$ cat src/rtl/txw_pkg.sv
package txw_pkg;
  typedef enum logic [3:0] {
    S_IDLE, S_FWD_REQ, S_FWD_WAIT, S_CTL_REQ, S_CTL_WAIT, S_DECIDE,
    S_STAT_WR, S_FC_POST, S_RE_REQ, S_RE_WAIT, S_CC_POST, S_LE_POST
  } walk_state_e;

  localparam int unsigned BIT_SOF = 0;
  localparam int unsigned BIT_EOF = 1;
  localparam int unsigned BIT_FCQ = 2;
endpackage

$ cat src/rtl/txw_ctl_decode.sv
module txw_ctl_decode #(
  parameter int unsigned DW       = 16,
  parameter int unsigned FRAG_LSB = 4,
  parameter int unsigned FRAG_W   = 8
) (
  input  logic [DW-1:0] ctl,
  output logic          is_sof,
  output logic          is_eof,
  output logic          want_fc,
  output logic          frag_zero
);
  import txw_pkg::*;
  localparam int unsigned FRAG_TOP = FRAG_LSB + FRAG_W;

  logic unused_bits;

  assign is_sof    = ctl[BIT_SOF];
  assign is_eof    = ctl[BIT_EOF];
  assign want_fc   = ctl[BIT_FCQ];
  assign frag_zero = (ctl[FRAG_LSB +: FRAG_W] == '0);

  generate
    if (FRAG_TOP < DW) begin : g_hi
      assign unused_bits = ^{ctl[DW-1:FRAG_TOP], ctl[FRAG_LSB-1:BIT_FCQ+1]};
    end else begin : g_nohi
      assign unused_bits = ^ctl[FRAG_LSB-1:BIT_FCQ+1];
    end
  endgenerate
endmodule

$ cat src/rtl/txw_walk_fsm.sv
module txw_walk_fsm #(
  parameter int unsigned AW        = 16,
  parameter int unsigned DW        = 16,
  parameter int unsigned CTL_OFS   = 1,
  parameter int unsigned STAT_OFS  = 2,
  parameter logic [DW-1:0] DONE_CODE = 16'h8001
) (
  input  logic                 clk,
  input  logic                 rst_n,
  input  logic                 start,
  input  logic [AW-1:0]        start_ptr,
  input  logic                 mem_ready,
  input  logic                 mem_rvalid,
  input  logic [DW-1:0]        mem_rdata,
  input  logic                 is_sof,
  input  logic                 is_eof,
  input  logic                 want_fc,
  input  logic                 frag_zero,
  output txw_pkg::walk_state_e state_q,
  output logic [AW-1:0]        cur_q,
  output logic [AW-1:0]        own_q,
  output logic [AW-1:0]        fwd_q,
  output logic [DW-1:0]        ctl_q,
  output logic                 mem_valid,
  output logic                 mem_we,
  output logic [AW-1:0]        mem_addr,
  output logic [DW-1:0]        mem_wdata
);
  import txw_pkg::*;
  localparam logic [AW-1:0] CTL_INC  = AW'(CTL_OFS);
  localparam logic [AW-1:0] STAT_INC = AW'(STAT_OFS);

  walk_state_e   state_d;
  logic [AW-1:0] cur_d, own_d, fwd_d;
  logic [DW-1:0] ctl_d;

  always_comb begin
    state_d = state_q;
    cur_d   = cur_q;
    own_d   = own_q;
    fwd_d   = fwd_q;
    ctl_d   = ctl_q;
    unique case (state_q)
      S_IDLE: if (start) begin
        cur_d   = start_ptr;
        own_d   = start_ptr;
        state_d = S_FWD_REQ;
      end
      S_FWD_REQ:  if (mem_ready) state_d = S_FWD_WAIT;
      S_FWD_WAIT: if (mem_rvalid) begin
        fwd_d   = mem_rdata[AW-1:0];
        state_d = S_CTL_REQ;
      end
      S_CTL_REQ:  if (mem_ready) state_d = S_CTL_WAIT;
      S_CTL_WAIT: if (mem_rvalid) begin
        ctl_d   = mem_rdata;
        state_d = S_DECIDE;
      end
      S_DECIDE: begin
        if (frag_zero) begin
          state_d = S_LE_POST;
        end else begin
          if (is_sof) own_d = cur_q;
          if (is_eof || fwd_q[0]) begin
            state_d = S_STAT_WR;
          end else begin
            cur_d   = fwd_q;
            state_d = S_FWD_REQ;
          end
        end
      end
      S_STAT_WR: if (mem_ready) begin
        if (want_fc) begin
          state_d = S_FC_POST;
        end else if (fwd_q[0]) begin
          state_d = S_RE_REQ;
        end else begin
          cur_d   = fwd_q;
          own_d   = fwd_q;
          state_d = S_FWD_REQ;
        end
      end
      S_FC_POST: begin
        if (fwd_q[0]) begin
          state_d = S_RE_REQ;
        end else begin
          cur_d   = fwd_q;
          own_d   = fwd_q;
          state_d = S_FWD_REQ;
        end
      end
      S_RE_REQ:  if (mem_ready) state_d = S_RE_WAIT;
      S_RE_WAIT: if (mem_rvalid) begin
        fwd_d = mem_rdata[AW-1:0];
        if (mem_rdata[0]) begin
          state_d = S_CC_POST;
        end else begin
          cur_d   = mem_rdata[AW-1:0];
          own_d   = mem_rdata[AW-1:0];
          state_d = S_FWD_REQ;
        end
      end
      S_CC_POST: state_d = S_IDLE;
      S_LE_POST: state_d = S_IDLE;
      default:   state_d = S_IDLE;
    endcase
  end

  always_ff @(posedge clk or negedge rst_n) begin
    if (!rst_n) begin
      state_q <= S_IDLE;
      cur_q   <= '0;
      own_q   <= '0;
      fwd_q   <= '0;
      ctl_q   <= '0;
    end else begin
      state_q <= state_d;
      cur_q   <= cur_d;
      own_q   <= own_d;
      fwd_q   <= fwd_d;
      ctl_q   <= ctl_d;
    end
  end

  always_comb begin
    mem_valid = 1'b0;
    mem_we    = 1'b0;
    mem_addr  = cur_q;
    unique case (state_q)
      S_FWD_REQ, S_RE_REQ: mem_valid = 1'b1;
      S_CTL_REQ: begin
        mem_valid = 1'b1;
        mem_addr  = cur_q + CTL_INC;
      end
      S_STAT_WR: begin
        mem_valid = 1'b1;
        mem_we    = 1'b1;
        mem_addr  = own_q + STAT_INC;
      end
      default: ;
    endcase
  end
  assign mem_wdata = DONE_CODE;


  req_hold_chk: assert property (@(posedge clk) disable iff (!rst_n)
    (mem_valid && !mem_ready) |=> (mem_valid && $stable(mem_addr) && $stable(mem_we)));


  fc_after_wr_chk: assert property (@(posedge clk) disable iff (!rst_n)
    (state_q == S_FC_POST) |-> $past(mem_valid && mem_we && mem_ready));
endmodule

$ cat src/rtl/txw_evt_out.sv
module txw_evt_out #(
  parameter int unsigned AW = 16
) (
  input  logic                 clk,
  input  logic                 rst_n,
  input  txw_pkg::walk_state_e state_q,
  input  logic [AW-1:0]        cur_q,
  input  logic [AW-1:0]        own_q,
  input  logic                 fwd_odd,
  output logic                 busy,
  output logic                 evt_frame,
  output logic                 evt_cmd,
  output logic                 evt_lerr,
  output logic [AW-1:0]        evt_addr
);
  import txw_pkg::*;

  assign busy      = (state_q != S_IDLE);
  assign evt_frame = (state_q == S_FC_POST);
  assign evt_cmd   = (state_q == S_CC_POST);
  assign evt_lerr  = (state_q == S_LE_POST);
  assign evt_addr  = evt_frame ? own_q : cur_q;


  evt_excl_chk: assert property (@(posedge clk) disable iff (!rst_n)
    $onehot0({evt_frame, evt_cmd, evt_lerr}));


  busy_end_chk: assert property (@(posedge clk) disable iff (!rst_n)
    $fell(busy) |-> $past(evt_cmd || evt_lerr));


  lerr_stop_chk: assert property (@(posedge clk) disable iff (!rst_n)
    evt_lerr |=> !busy);


  cmd_odd_chk: assert property (@(posedge clk) disable iff (!rst_n)
    evt_cmd |-> (fwd_odd && $past(busy)));
endmodule

$ cat src/rtl/txd_chain_walker.sv
module txd_chain_walker #(
  parameter int unsigned AW        = 16,
  parameter int unsigned DW        = 16,
  parameter int unsigned FRAG_LSB  = 4,
  parameter int unsigned FRAG_W    = 8,
  parameter int unsigned CTL_OFS   = 1,
  parameter int unsigned STAT_OFS  = 2,
  parameter logic [DW-1:0] DONE_CODE = 16'h8001
) (
  input  logic          clk,
  input  logic          rst_n,
  input  logic          start,
  input  logic [AW-1:0] start_ptr,
  output logic          mem_valid,
  input  logic          mem_ready,
  output logic          mem_we,
  output logic [AW-1:0] mem_addr,
  output logic [DW-1:0] mem_wdata,
  input  logic          mem_rvalid,
  input  logic [DW-1:0] mem_rdata,
  output logic          busy,
  output logic          evt_frame,
  output logic          evt_cmd,
  output logic          evt_lerr,
  output logic [AW-1:0] evt_addr
);
  import txw_pkg::*;

  walk_state_e   state_q;
  logic [AW-1:0] cur_q, own_q, fwd_q;
  logic [DW-1:0] ctl_q;
  logic          is_sof, is_eof, want_fc, frag_zero;

  txw_ctl_decode #(.DW(DW), .FRAG_LSB(FRAG_LSB), .FRAG_W(FRAG_W)) u_dec (
    .ctl(ctl_q), .is_sof(is_sof), .is_eof(is_eof),
    .want_fc(want_fc), .frag_zero(frag_zero)
  );

  txw_walk_fsm #(.AW(AW), .DW(DW), .CTL_OFS(CTL_OFS), .STAT_OFS(STAT_OFS),
                 .DONE_CODE(DONE_CODE)) u_fsm (
    .clk(clk), .rst_n(rst_n), .start(start), .start_ptr(start_ptr),
    .mem_ready(mem_ready), .mem_rvalid(mem_rvalid), .mem_rdata(mem_rdata),
    .is_sof(is_sof), .is_eof(is_eof), .want_fc(want_fc), .frag_zero(frag_zero),
    .state_q(state_q), .cur_q(cur_q), .own_q(own_q), .fwd_q(fwd_q), .ctl_q(ctl_q),
    .mem_valid(mem_valid), .mem_we(mem_we), .mem_addr(mem_addr), .mem_wdata(mem_wdata)
  );

  txw_evt_out #(.AW(AW)) u_evt (
    .clk(clk), .rst_n(rst_n), .state_q(state_q), .cur_q(cur_q), .own_q(own_q),
    .fwd_odd(fwd_q[0]), .busy(busy), .evt_frame(evt_frame), .evt_cmd(evt_cmd),
    .evt_lerr(evt_lerr), .evt_addr(evt_addr)
  );
endmodule

$ cat config.mk
export PLATFORM = sky130hd
export DESIGN_NAME = txd_chain_walker
export DESIGN_NICKNAME = d
export VERILOG_FILES = /design/src/rtl/txw_pkg.sv /design/src/rtl/txw_ctl_decode.sv /design/src/rtl/txw_walk_fsm.sv /design/src/rtl/txw_evt_out.sv /design/src/rtl/txd_chain_walker.sv
export SDC_FILE = /design/constraint.sdc
export NUM_CORES = 1
export LEC_CHECK = 0
export ABC_AREA = 1
export BUFFER_PORTS_ARGS = -buffer_cell sky130_fd_sc_hd__buf_2
export CAP_MARGIN = 15
export CELL_PAD_IN_SITES_DETAIL_PLACEMENT = 2
export CELL_PAD_IN_SITES_GLOBAL_PLACEMENT = 2
export CORE_ASPECT_RATIO = 0.9
export CORE_MARGIN = 5
export CORE_UTILIZATION = 33
export DETAILED_ROUTE_END_ITERATION = 8
export PLACE_DENSITY = 0.86
export SKIP_LAST_GASP = 1
export SYNTH_ARGS = -nofsm -noshare
export SYNTH_HDL_FRONTEND = slang
export SYNTH_HIERARCHICAL = 1
export SYNTH_SLANG_ARGS = --single-unit
$ cat constraint.sdc
create_clock -name clk -period 5.2 [get_ports clk]
set_clock_uncertainty 0.05 [all_clocks]
set_input_delay 1.56 -clock clk [delete_from_list [all_inputs] [get_ports clk]]
set_output_delay 1.56 -clock clk [all_outputs]
set_load 0.05 [all_outputs]
# After elaboration in Yosys (flattened, before gate mapping)
# Cells that the tools add are included.
dict set report totals {
  regBits 64
  latch_bits 0
  ram_bits 0
  rom_bits 0
  input_bits 37
  out_inout_bits 54
  wordCells 76
  mem_count 0
}
dict set report classes {
  n_addsub 2
  mul 0
  div 0
  order_cmp 0
  eq_ne 24
  shifts 0
  mux 33
  n_bitwise 0
  reduce_logical 12
}
# op n
set op_table {}
lappend op_table {{$mux W16} 14}
lappend op_table {{$pmux W16 S5} 2}
lappend op_table {{$mux W4} 12}
lappend op_table {{$pmux W4 S10} 1}
lappend op_table {{$pmux W16 S2} 1}
lappend op_table {{$ne A2 B2 Y1 const B} 12}
lappend op_table {{$reduce_and A8 Y1} 3}
lappend op_table {{$add A16 B1 Y16 const B} 1}
lappend op_table {{$add A16 B2 Y16 const B} 1}
lappend op_table {{$eq A4 B3 Y1 const B} 4}
lappend op_table {{$eq A4 B4 Y1 const B} 4}
lappend op_table {{$eq A4 B2 Y1 const B} 2}
lappend op_table {{$logic_not A8 Y1} 1}
lappend op_table {{$reduce_bool A5 Y1} 1}
lappend op_table {{$eq A4 B1 Y1 const B} 1}
lappend op_table {{$logic_not A4 Y1} 1}
lappend op_table {{$reduce_and A2 Y1} 2}
lappend op_table {{$reduce_bool A4 Y1} 1}
lappend op_table {{$reduce_or A4 Y1} 1}
lappend op_table {{$mux W3} 1}
lappend op_table {{$mux W1} 2}
lappend op_table {{$ne A2 B1 Y1 const B} 1}
lappend op_table {{$reduce_or A2 Y1} 1}
lappend op_table {{$logic_or A1 B1 Y1} 1}

# Depth between registers and ports, before layout
# Gate-level depths: netlist (run 1).
dict set report logic_depth {
  depth_word 4
  depth_mapped 11
  ltp_nobuf 9
}

# Hierarchy
# Netlist (run 1), hierarchy kept.
# mod n_inst cells_each area_per_inst_um2 seq_area_each_um2
set by_module_without_submodules {}
lappend by_module_without_submodules {txw_walk_fsm 1 699 4644.5 1701.6}
lappend by_module_without_submodules {txw_evt_out 1 63 299.0 0.0}
lappend by_module_without_submodules {txw_ctl_decode 1 10 48.8 0.0}

# Least setup slack after synthesis (run 1)
# OpenSTA, ideal clock, no wires.
dict set report synth_path {
  path_type {register -> output}
  startpoint {reg u_fsm.state_q[3]}
  endpoint {out mem_addr[14]}
  arrival_time_ns 2.712
  required_time_ns 3.590
  slack_ns 0.878
  path_stages_with_launch 7
  path_buffers 1
  cell_sequence {dfrtp_1 -> inv_2 -> nand2_1 -> nor2_2 -> clkbuf_1 -> nand2_1 -> o21ai_0}
}
dict set report synth_between {
  elab_chain_cells 2
  word_cells_on_any_way 3
  classes_between {eq/ne: 2; mux: 1}
}
# element line_no
set synth_lines {}
lappend synth_lines {{start, declared} txw_walk_fsm.sv:19} ;# output txw_pkg::walk_state_e state_q,
lappend synth_lines {{start signal, assigned} txw_walk_fsm.sv:117} ;# state_q <= state_d;
lappend synth_lines {{$eq A4 B3 Y1 / $eq A4 B2 Y1 (equally long branches)} txw_walk_fsm.sv:129} ;# unique case (state_q)
lappend synth_lines {{$pmux W16 S2 *} txw_walk_fsm.sv:129}
lappend synth_lines {{end, declared} txd_chain_walker.sv:17} ;# output logic [AW-1:0] mem_addr,
# Mark *: on every way between the ends. The rest lies on a longest branch, timed or not.

# Worst setup path in the final report (run 1)
dict set report layout_path {
  startpoint {reg u_fsm.state_q[2]}
  endpoint {out mem_addr[5]}
}
# Same word-level chain as after synthesis.

==> metrics.txt, run 1 <==
Achievable Freq=0.244 GHz; Routability Congestion=0.938; drt pass-1 iters=4; CTS sink cnt=63; Final Instance Area=5500 um^2; total negative slack=0 ns; drt total wl=20,400 um; DRT met1 WL=8750 um; Post-Syn Area per Cell=6.37 um^2; crit path max fanout=15; yosys warns=6; ANT cells=0; Net Switching=2370 uW; # rows=42; die width=137 um; DR WL/cell=20.1 um; Int Pwr=1650 uW; Startpoint Class=flip-flop; CP max stage delay=0.65 ns; final hold vios=0; Crit path buffers/inverters=1; final count of pins violating max slew=0; fin worst setup slack=1.10 ns; drt first-iter violations=346; clk root buf=clkbuf_16; Worst Path Arrival=2.49 ns; pre-CTS setup slack=1.47 ns; Final min period=4.10 ns; Initial Utilization=33.3%; gr ovfl total=0; die area=17,100 um^2; max cap viols=0; cts bufs inserted=9; combinational share of power=58.4%; Skew-Pair Late Insertion Delay=0.35 ns; hold_sp=u_fsm/ctl_q[5]; worst hold slack=0.440 ns; Max clock buf depth=2; met2 routed WL=10,400 um; worst reg2reg setup slack=1.93 ns; Synth Instances=757; Critical Path End Type=output pin; H-tree depth=3; area grow syn2layout=13.9%; FF-to-FF End=u_fsm/cur_q[15]; IO buf count=74; TritonCTS clock tree=built; VDD IR-drop max=225 uV; Net Sw Frac=59.0%; proportion of layout cells with a drive suffix above 1=15.4%; post-cts resize count=0; Worst slew margin=27.2%; HP Class=reg -> reg; P per Cell Area=731 nW/um^2; Worst path slowest cell=nor2_2; CP cell instances=nand2_1 -> nor2_2 -> o21ai_0 -> o211ai_1 -> buf_2; initial antenna violation count=0; status=complete, no violations; DP Area=5210 um^2; worst reg2reg path depth=10; RSZ-0062 raised after global routing=no; vias in the first global route=5,934; sequential power share=26.9%; Nets=851; Die Ht=125 um; largest net degree at the start of global routing=39; met3 WL=1000 um; Worst-Margin Slew=1.09 ns; # hold bufs at CTS=0; DP HPWL=15,400 um; crit-path leading delay family=simple AND/OR/NAND/NOR gates; core area=14,500 um^2; # DRC=0; # setup viols final=0; gr usage total=24.4%; Clock Power Share=14.7%; worst hold path depth=2; kind of critical path=reg -> out; Post-DRT Antenna Nets=0; Vias/cell=5.28; final core occ=37.9%; hold endpoint=u_fsm/ctl_q[5]; num ports=91; FF-to-FF Start=u_fsm/state_q[0]; first-pass GRT wire length=32,700 um; CP required=3.59 ns; period utilization=78.8%; Leakage=0.00295 uW; setup bufs post-CTS=0; Mapped Area=4820 um^2; clk slew on worst S/H paths=0.06 ns; Vias=5,363; top routing layer used=met4
[power groups by stage]
stage	logic, uW	registers [uW]	clock network (uW)
floorplan	1830	920	0
global placement	2230	1060	0
detailed placement	2330	1090	0
CTS	2350	1080	604
global route	2540	1120	629
finish	2350	1080	589
[layout by cell type, fill, tap and decap left out, drive strengths merged]
master,count
a21oi,7
a31o,1
buf,78
clkbuf,12
clkinv,3
clkinvlp,1
conb,16
dfrtp,63
ha,2
inv,73
nand2,277
nand3,150
nand3b,4
nand4,7
nor2,47
nor3,13
o211ai,5
o21ai,52
o21bai,3
or2,3
[final cells by class]
type,count,area [um^2]
fill,1857,9010
multi-input combinational,587,2710
tap,198,248
timing repair buffer,78,400
inverter,73,274
clock buffer,12,256
clock inverter,4,30.0
sequential,63,1580
[routing by layer]
| metal | global-route usage (%) | vias up |
|---|---|---|
| met2 | 42.5 | 125 |
| met5 | 0 | - |
| met1 | 31.4 | 2698 |
| met4 | 5.46 | 0 |
| met3 | 4.00 | 21 |
| li1 | - | 2519 |
[worst max path at each step]
stage,startpoint,end,cells after the start
floorplan,u_fsm/state_q[3],mem_addr[14],6
global placement,u_fsm/state_q[1],mem_addr[10],10
finish,u_fsm/state_q[2],mem_addr[5],5
CTS,u_fsm/state_q[3],mem_addr[5],6
detailed placement,u_fsm/state_q[2],mem_addr[5],5
global route,u_fsm/state_q[2],mem_addr[10],10
[sequential cells by signal, summed over array words and instances, names as in the netlist]
| signal | count |
|---|---|
| u_fsm/own_q | 16 |
| u_fsm/fwd_q | 16 |
| u_fsm/state_q | 4 |
| u_fsm/cur_q | 16 |
| u_fsm/ctl_q | 11 |
[through the flow]
step / power (uW) / std cells
CTS: 4040 / 1015
global route: 4290 / 1015
floorplan: 2750 / 771
detailed placement: 3410 / 999
finish: 4020 / 1015
global placement: 3300 / 999
[worst register-to-register path: stages (launching register included)]
cell	delay [ns]
dfrtp_1	0.62
inv_2	0.12
nor2_4	0.10
buf_4	0.30
nand2_1	0.55
nand3_1	0.25
nand2_2	0.11
nor2_8	0.45
nand3_4	0.38
nand2_1	0.16
nand2_1	0.08
Power figures use the tool's default switching activity.
==> run 2: changes to the inputs <==
--- a/config.mk
+++ b/config.mk
@@ -5,16 +5,16 @@
 export SDC_FILE = /design/constraint.sdc
 export NUM_CORES = 1
 export LEC_CHECK = 0
-export ABC_AREA = 1
+export ABC_AREA = 0
 export BUFFER_PORTS_ARGS = -buffer_cell sky130_fd_sc_hd__buf_2
 export CAP_MARGIN = 15
 export CELL_PAD_IN_SITES_DETAIL_PLACEMENT = 2
 export CELL_PAD_IN_SITES_GLOBAL_PLACEMENT = 2
 export CORE_ASPECT_RATIO = 0.9
 export CORE_MARGIN = 5
-export CORE_UTILIZATION = 33
+export CORE_UTILIZATION = 32
 export DETAILED_ROUTE_END_ITERATION = 8
-export PLACE_DENSITY = 0.86
+export PLACE_DENSITY = 0.76
 export SKIP_LAST_GASP = 1
 export SYNTH_ARGS = -nofsm -noshare
 export SYNTH_HDL_FRONTEND = slang
==> constraint.sdc (replaced) <==
create_clock -name clk -period 3.5 [get_ports clk]
set_clock_uncertainty 0.05 [all_clocks]
set_input_delay 1.05 -clock clk [delete_from_list [all_inputs] [get_ports clk]]
set_output_delay 1.05 -clock clk [all_outputs]
set_load 0.05 [all_outputs]
==> run 2 against run 1 <==
Against the previous run:
- sequential cell count unchanged
- synthesized area decreased by 6.1%
- non-clock buffer count increased by 11
- global-route usage decreased by 5.3 points
- worst setup slack got worse by 1.0 ns
- synthesized cell count decreased by 39%
- final cell count decreased by 29%
- via count decreased by 27%
- critical endpoint is now mem_addr[14]
- largest power group unchanged
- highest routed layer unchanged
==> metrics.txt, run 2 <==
status=complete, no violations; Final min period=3.40 ns; gr ovfl total=0; Startpoint Class=flip-flop; Nets=564; Post-Syn Area per Cell=9.88 um^2; most frequent cells in the layout=86 x nand2_1, 72 x buf_2, 61 x dfrtp_1; total power=6740 uW; vias in the first global route=4,291; dpl cells=706; proportion of layout cells with a drive suffix above 1=37.4%; worst hold path depth=2; VDD IR-drop max=415 uV; Critical Path End Type=output pin; drt total wl=15,600 um; Fillers=1,550; period utilization=97.0%; crit path max fanout=6; Clock Power Share=15.5%; CP cell instances=ha_2 -> nand4_1 -> or3_4 -> or3_1 -> o211ai_1 -> buf_4; die width=135 um; hold_sp=u_fsm/ctl_q[0]; Worst slew margin=46.3%; Initial Utilization=32.4%; # hold bufs at CTS=0; combinational share of power=60.0%; yosys warns=6; worst reg2reg path depth=7; Worst Path Arrival=2.30 ns; drt pass-1 iters=9; DR WL/cell=21.6 um; Vias=3,897; Skew-Pair Late Insertion Delay=0.33 ns; final cell count without fillers=723; RSZ-0062 raised after global routing=yes; Int Pwr=3440 uW; HP Class=reg -> reg; P per Cell Area=1250 nW/um^2; Die Ht=123 um; final count of pins violating max slew=0; drt first-iter violations=241; Post-DRT Antenna Nets=0; FF-to-FF Start=u_fsm/state_q[0]; Synth Instances=458; CP max stage delay=0.44 ns; most common cell after layout, fill and taps aside=nand2_1; core area=14,000 um^2; Crit path buffers/inverters=1; clk root buf=clkbuf_16; # rows=41; kind of critical path=reg -> out; Max clock buf depth=2; Mapped Area=4530 um^2; Worst path slowest cell=or3_4; DP HPWL=11,400 um; worst reg2reg setup slack=0.55 ns; IO buf count=74; ANT cells=0; TritonCTS clock tree=built; total negative slack=0 ns; area grow syn2layout=19.5%; crit-path leading delay family=simple AND/OR/NAND/NOR gates; Net Sw Frac=48.9%; # setup viols final=0; FF-to-FF End=u_fsm/own_q[6]; Vias/cell=5.39; max cap viols=0; biggest regs=u_fsm/cur_q: 16 flops, u_fsm/fwd_q: 16 flops, u_fsm/own_q: 16 flops; # DRC=0; initial antenna violation count=0; H-tree depth=3; CTS sink cnt=63; CP required=2.40 ns; Leakage=0.00242 uW; cts bufs inserted=9; final hold vios=0; sequential power share=24.4%; die area=16,600 um^2; first-pass GRT wire length=24,600 um; num ports=91; Net Switching=3300 uW; gr usage total=19.1%; Worst-Margin Slew=0.806 ns; largest net degree at the start of global routing=36; Achievable Freq=0.294 GHz; hold endpoint=u_fsm/ctl_q[0]; clk slew on worst S/H paths=0.05 ns; Routability Congestion=0.794
[run 2: cell types whose count changed in the layout (fill, tap and decap cells not counted), sizes merged, moves of 9 or more]
| cell | before | now |
|---|---|---|
| buf | 78 | 88 |
| o21ai | 52 | 15 |
| xnor2 | 0 | 9 |
| nor2 | 47 | 13 |
| nand3 | 150 | 13 |
| mux2 | 0 | 75 |
| a222oi | 0 | 15 |
| nand2 | 277 | 86 |
| inv | 73 | 8 |
[run 2: what timing repair did]
action,CTS,global route
gates resized for setup,1,11
buffers inserted,0,1
setup endpoints to repair,1,12
endpoints found under the hold margin,0,0
[run 2: through the flow]
| stage | util (%) | area, um^2 | hold slack [ns] | worst slack, ns |
|---|---|---|---|---|
| 3_3_place_gp | 35.9 | 5010 | 0.425 | 0.357 |
| 5_1_grt | 38.8 | 5410 | 0.474 | -0.0326 |
| 6_report | 38.8 | 5410 | 0.440 | 0.103 |
| 3_5_place_dp | 35.9 | 5010 | 0.432 | 0.307 |
| 4_1_cts | 38.4 | 5360 | 0.444 | 0.00593 |
| 2_1_floorplan | - | 4590 | 0.401 | -0.252 |
[run 2: cell type report]
cell class                      instances  area, um^2  area share (%)
Clock inverter                          5         105            1.94
Timing Repair Buffer                   89         504            9.32
Tap cell                              193         241            4.46
Multi-Input combinational cell        353        2700            49.9
Inverter                                9        37.5           0.694
Sequential cell                        63        1580            29.2
Clock buffer                           11         243            4.49
[run 2: worst max-delay path by stage]
stage,cells past startpoint,from,slack [ns],endpoint
global placement,6,u_fsm/cur_q[0],0.36,mem_addr[14]
floorplan,6,u_fsm/state_q[2],-0.25,mem_addr[8]
global route,6,u_fsm/cur_q[1],-0.03,mem_addr[14]
detailed placement,6,u_fsm/cur_q[0],0.31,mem_addr[14]
CTS,6,u_fsm/cur_q[0],0.006,mem_addr[14]
finish,6,u_fsm/cur_q[1],0.10,mem_addr[14]
[run 2: per-layer routing]
layer	vias to the layer above	global-route usage, %	share of wire [%]
met5	-	0	0
li1	1789	-	-
met4	0	4.35	0.82
met3	8	2.70	3.6
met2	91	32.3	49
met1	2009	26.0	47
[run 2: power groups by stage]
stage / Sequential [uW] / Clock, uW / Combinational, uW
after floorplan: 1440 / 0 / 3250
after global placement: 1560 / 0 / 3830
after detailed placement: 1640 / 0 / 3990
after CTS: 1640 / 1060 / 4040
after global routing: 1710 / 1100 / 4290
final: 1650 / 1050 / 4050
[run 2: worst register-to-register path: cells and delay by family, from the launching register on]
| family | cells | cell delay (ns) |
|---|---|---|
| flip-flops | 1 | 0.46 |
| buffers and inverters | 2 | 0.56 |
| multiplexers | 1 | 0.29 |
| AO/OA/AOI/OAI | 2 | 0.61 |
| AND/OR/NAND/NOR | 2 | 0.86 |
==> run 3: changes to the inputs <==
--- a/config.mk
+++ b/config.mk
@@ -5,16 +5,16 @@
 export SDC_FILE = /design/constraint.sdc
 export NUM_CORES = 1
 export LEC_CHECK = 0
-export ABC_AREA = 0
+export ABC_AREA = 1
 export BUFFER_PORTS_ARGS = -buffer_cell sky130_fd_sc_hd__buf_2
 export CAP_MARGIN = 15
 export CELL_PAD_IN_SITES_DETAIL_PLACEMENT = 2
 export CELL_PAD_IN_SITES_GLOBAL_PLACEMENT = 2
 export CORE_ASPECT_RATIO = 0.9
 export CORE_MARGIN = 5
-export CORE_UTILIZATION = 32
+export CORE_UTILIZATION = 27
 export DETAILED_ROUTE_END_ITERATION = 8
-export PLACE_DENSITY = 0.76
+export PLACE_DENSITY = 0.75
 export SKIP_LAST_GASP = 1
 export SYNTH_ARGS = -nofsm -noshare
 export SYNTH_HDL_FRONTEND = slang
==> run 3 against run 2 <==
Against the previous run:
- hold slack about the same
- highest routed layer unchanged
- clock-buffer cell count increased by 2
- maximum frequency increased by 1.9%
- largest cell class unchanged
- clock power decreased by 14%
- total power decreased by 11%
- routed wire length increased by 25%
- combinational power decreased by 13%
- register-to-register slack improved by 0.24 ns
- utilization decreased by 6.6 points
- non-clock buffer count increased by 1
- critical path depth increased by 3
- global-route usage increased by 0.20 points
==> metrics.txt, run 3 (same netlist as run 1, synthesis figures left out) <==
clk root buf=clkbuf_16; WP depth=9; DR WL/cell=18.2 um; Final min period=3.33 ns; critical path launch point=u_fsm/own_q[1]; final cell count without fillers=1,069; clk slew on worst S/H paths=0.06 ns; # DRC=0; first-pass GRT wire length=30,900 um; max cap viols=0; Worst Path Arrival=2.23 ns; CP cell instances=ha_1 -> nand2_1 -> nor2_1 -> nand2_1 -> nor2_1 -> nand3_1 -> nand3_1 -> o211ai_1 -> buf_2; num ports=91; total area of sequential cells=1580 um^2; Final Instance Area=5670 um^2; Post-DRT Antenna Nets=0; die width=151 um; Skew-Pair Late Insertion Delay=0.34 ns; Max clock buf depth=2; Worst-Margin Slew=0.998 ns; Critical Path End=mem_addr[13]; initial antenna violation count=0; kind of critical path=reg -> out; RSZ-0062 raised after global routing=no; final hold vios=0; Leakage=0.00301 uW; area grow syn2layout=17.5%; FF-to-FF End=u_fsm/fwd_q[5]; biggest regs=u_fsm/cur_q: 16 flops, u_fsm/fwd_q: 16 flops, u_fsm/own_q: 16 flops; CP required=2.40 ns; # hold bufs at CTS=0; hold_sp=u_fsm/ctl_q[10]; total negative slack=0 ns; Multi-input gate area=2730 um^2; # setup viols final=0; Crit path buffers/inverters=1; DP HPWL=15,400 um; ANT cells=0; CTS sink cnt=63; CP max stage delay=0.42 ns; vias in the first global route=5,661; setup bufs post-CTS=0; Nets=863; core area=17,600 um^2; Worst path slowest cell=dfrtp_1; worst reg2reg path depth=8; Startpoint Class=flip-flop; die area=20,600 um^2; most common cell after layout, fill and taps aside=nand2_1; Routability Congestion=0.858; crit-path leading delay family=simple AND/OR/NAND/NOR gates; TritonCTS clock tree=built; gr ovfl total=0; Achievable Freq=0.300 GHz; Worst slew margin=33.3%; Die Ht=137 um; P per Cell Area=1050 nW/um^2; FF-to-FF Start=u_fsm/state_q[3]; dpl cells=1,053; Initial Utilization=27.4%; proportion of layout cells with a drive suffix above 1=17.2%; cts bufs inserted=9; HP Class=reg -> reg; fin worst setup slack=0.166 ns; Vias=5,301; Fillers=2,253; DP Area=5350 um^2; final count of pins violating max slew=0; H-tree depth=3; most frequent cells in the layout=271 x nand2_1, 146 x nand3_1, 74 x buf_2; IO buf count=74; # rows=46; largest net degree at the start of global routing=38; worst reg2reg setup slack=0.79 ns; gr usage total=19.3%; status=complete, no violations; final core occ=32.2%; drt pass-1 iters=4; Vias/cell=4.96; pre-CTS setup slack=0.314 ns; Critical Path End Type=output pin; period utilization=95.3%; drt first-iter violations=166; drt total wl=19,500 um; VDD IR-drop max=351 uV; crit path max fanout=5
[run 3: cell type report]
class                           count  share of cell area, %
Multi-Input combinational cell    587                   48.1
Timing Repair Buffer               90                   8.66
Tap cell                          240                   5.30
Clock inverter                      3                  0.751
Inverter                           73                   4.86
Clock buffer                       13                   4.42
Sequential cell                    63                   27.9
[run 3: tightest hold or removal path, stage by stage (launching register included)]
cell and delay, ns:
dfrtp_1 0.34, nand2_1 0.05, o21ai_0 0.06
[run 3: routing by layer]
layer	up-vias	share of wire (%)	track usage, %
li1	2556	-	-
met1	2646	46	25.1
met2	85	49	33.8
met3	14	3.8	3.48
met4	0	0.68	3.22
met5	-	0	0
[run 3: report_power, final]
group / total (uW) / leakage (uW) / switching, uW / internal [uW]
Sequential: 1550 / 0.000784 / 467 / 1090
Combinational: 3510 / 0.00209 / 2620 / 888
Clock: 903 / 0.000140 / 333 / 570
[run 3: how the worst min path moves through the flow]
stage,endpoint,slack (ns),depth (start not counted)
6_report,u_fsm/ctl_q[10],0.44,2
5_1_grt,u_fsm/ctl_q[6],0.47,2
4_1_cts,u_fsm/ctl_q[10],0.45,2
3_5_place_dp,u_fsm/ctl_q[6],0.43,2
3_3_place_gp,u_fsm/ctl_q[10],0.42,2
2_1_floorplan,u_fsm/ctl_q[11],0.40,2
[run 3: metrics by stage]
step	total power, uW	hold WS [ns]
floorplan	4080	0.404
global placement	4960	0.419
detailed placement	5070	0.433
CTS	6020	0.446
global route	6400	0.471
finish	5970	0.440
[run 3: timing repair]
action | CTS | global route
resized for setup | 1 | 9
setup endpoints to repair | 5 | 7
pin swaps | 0 | 0
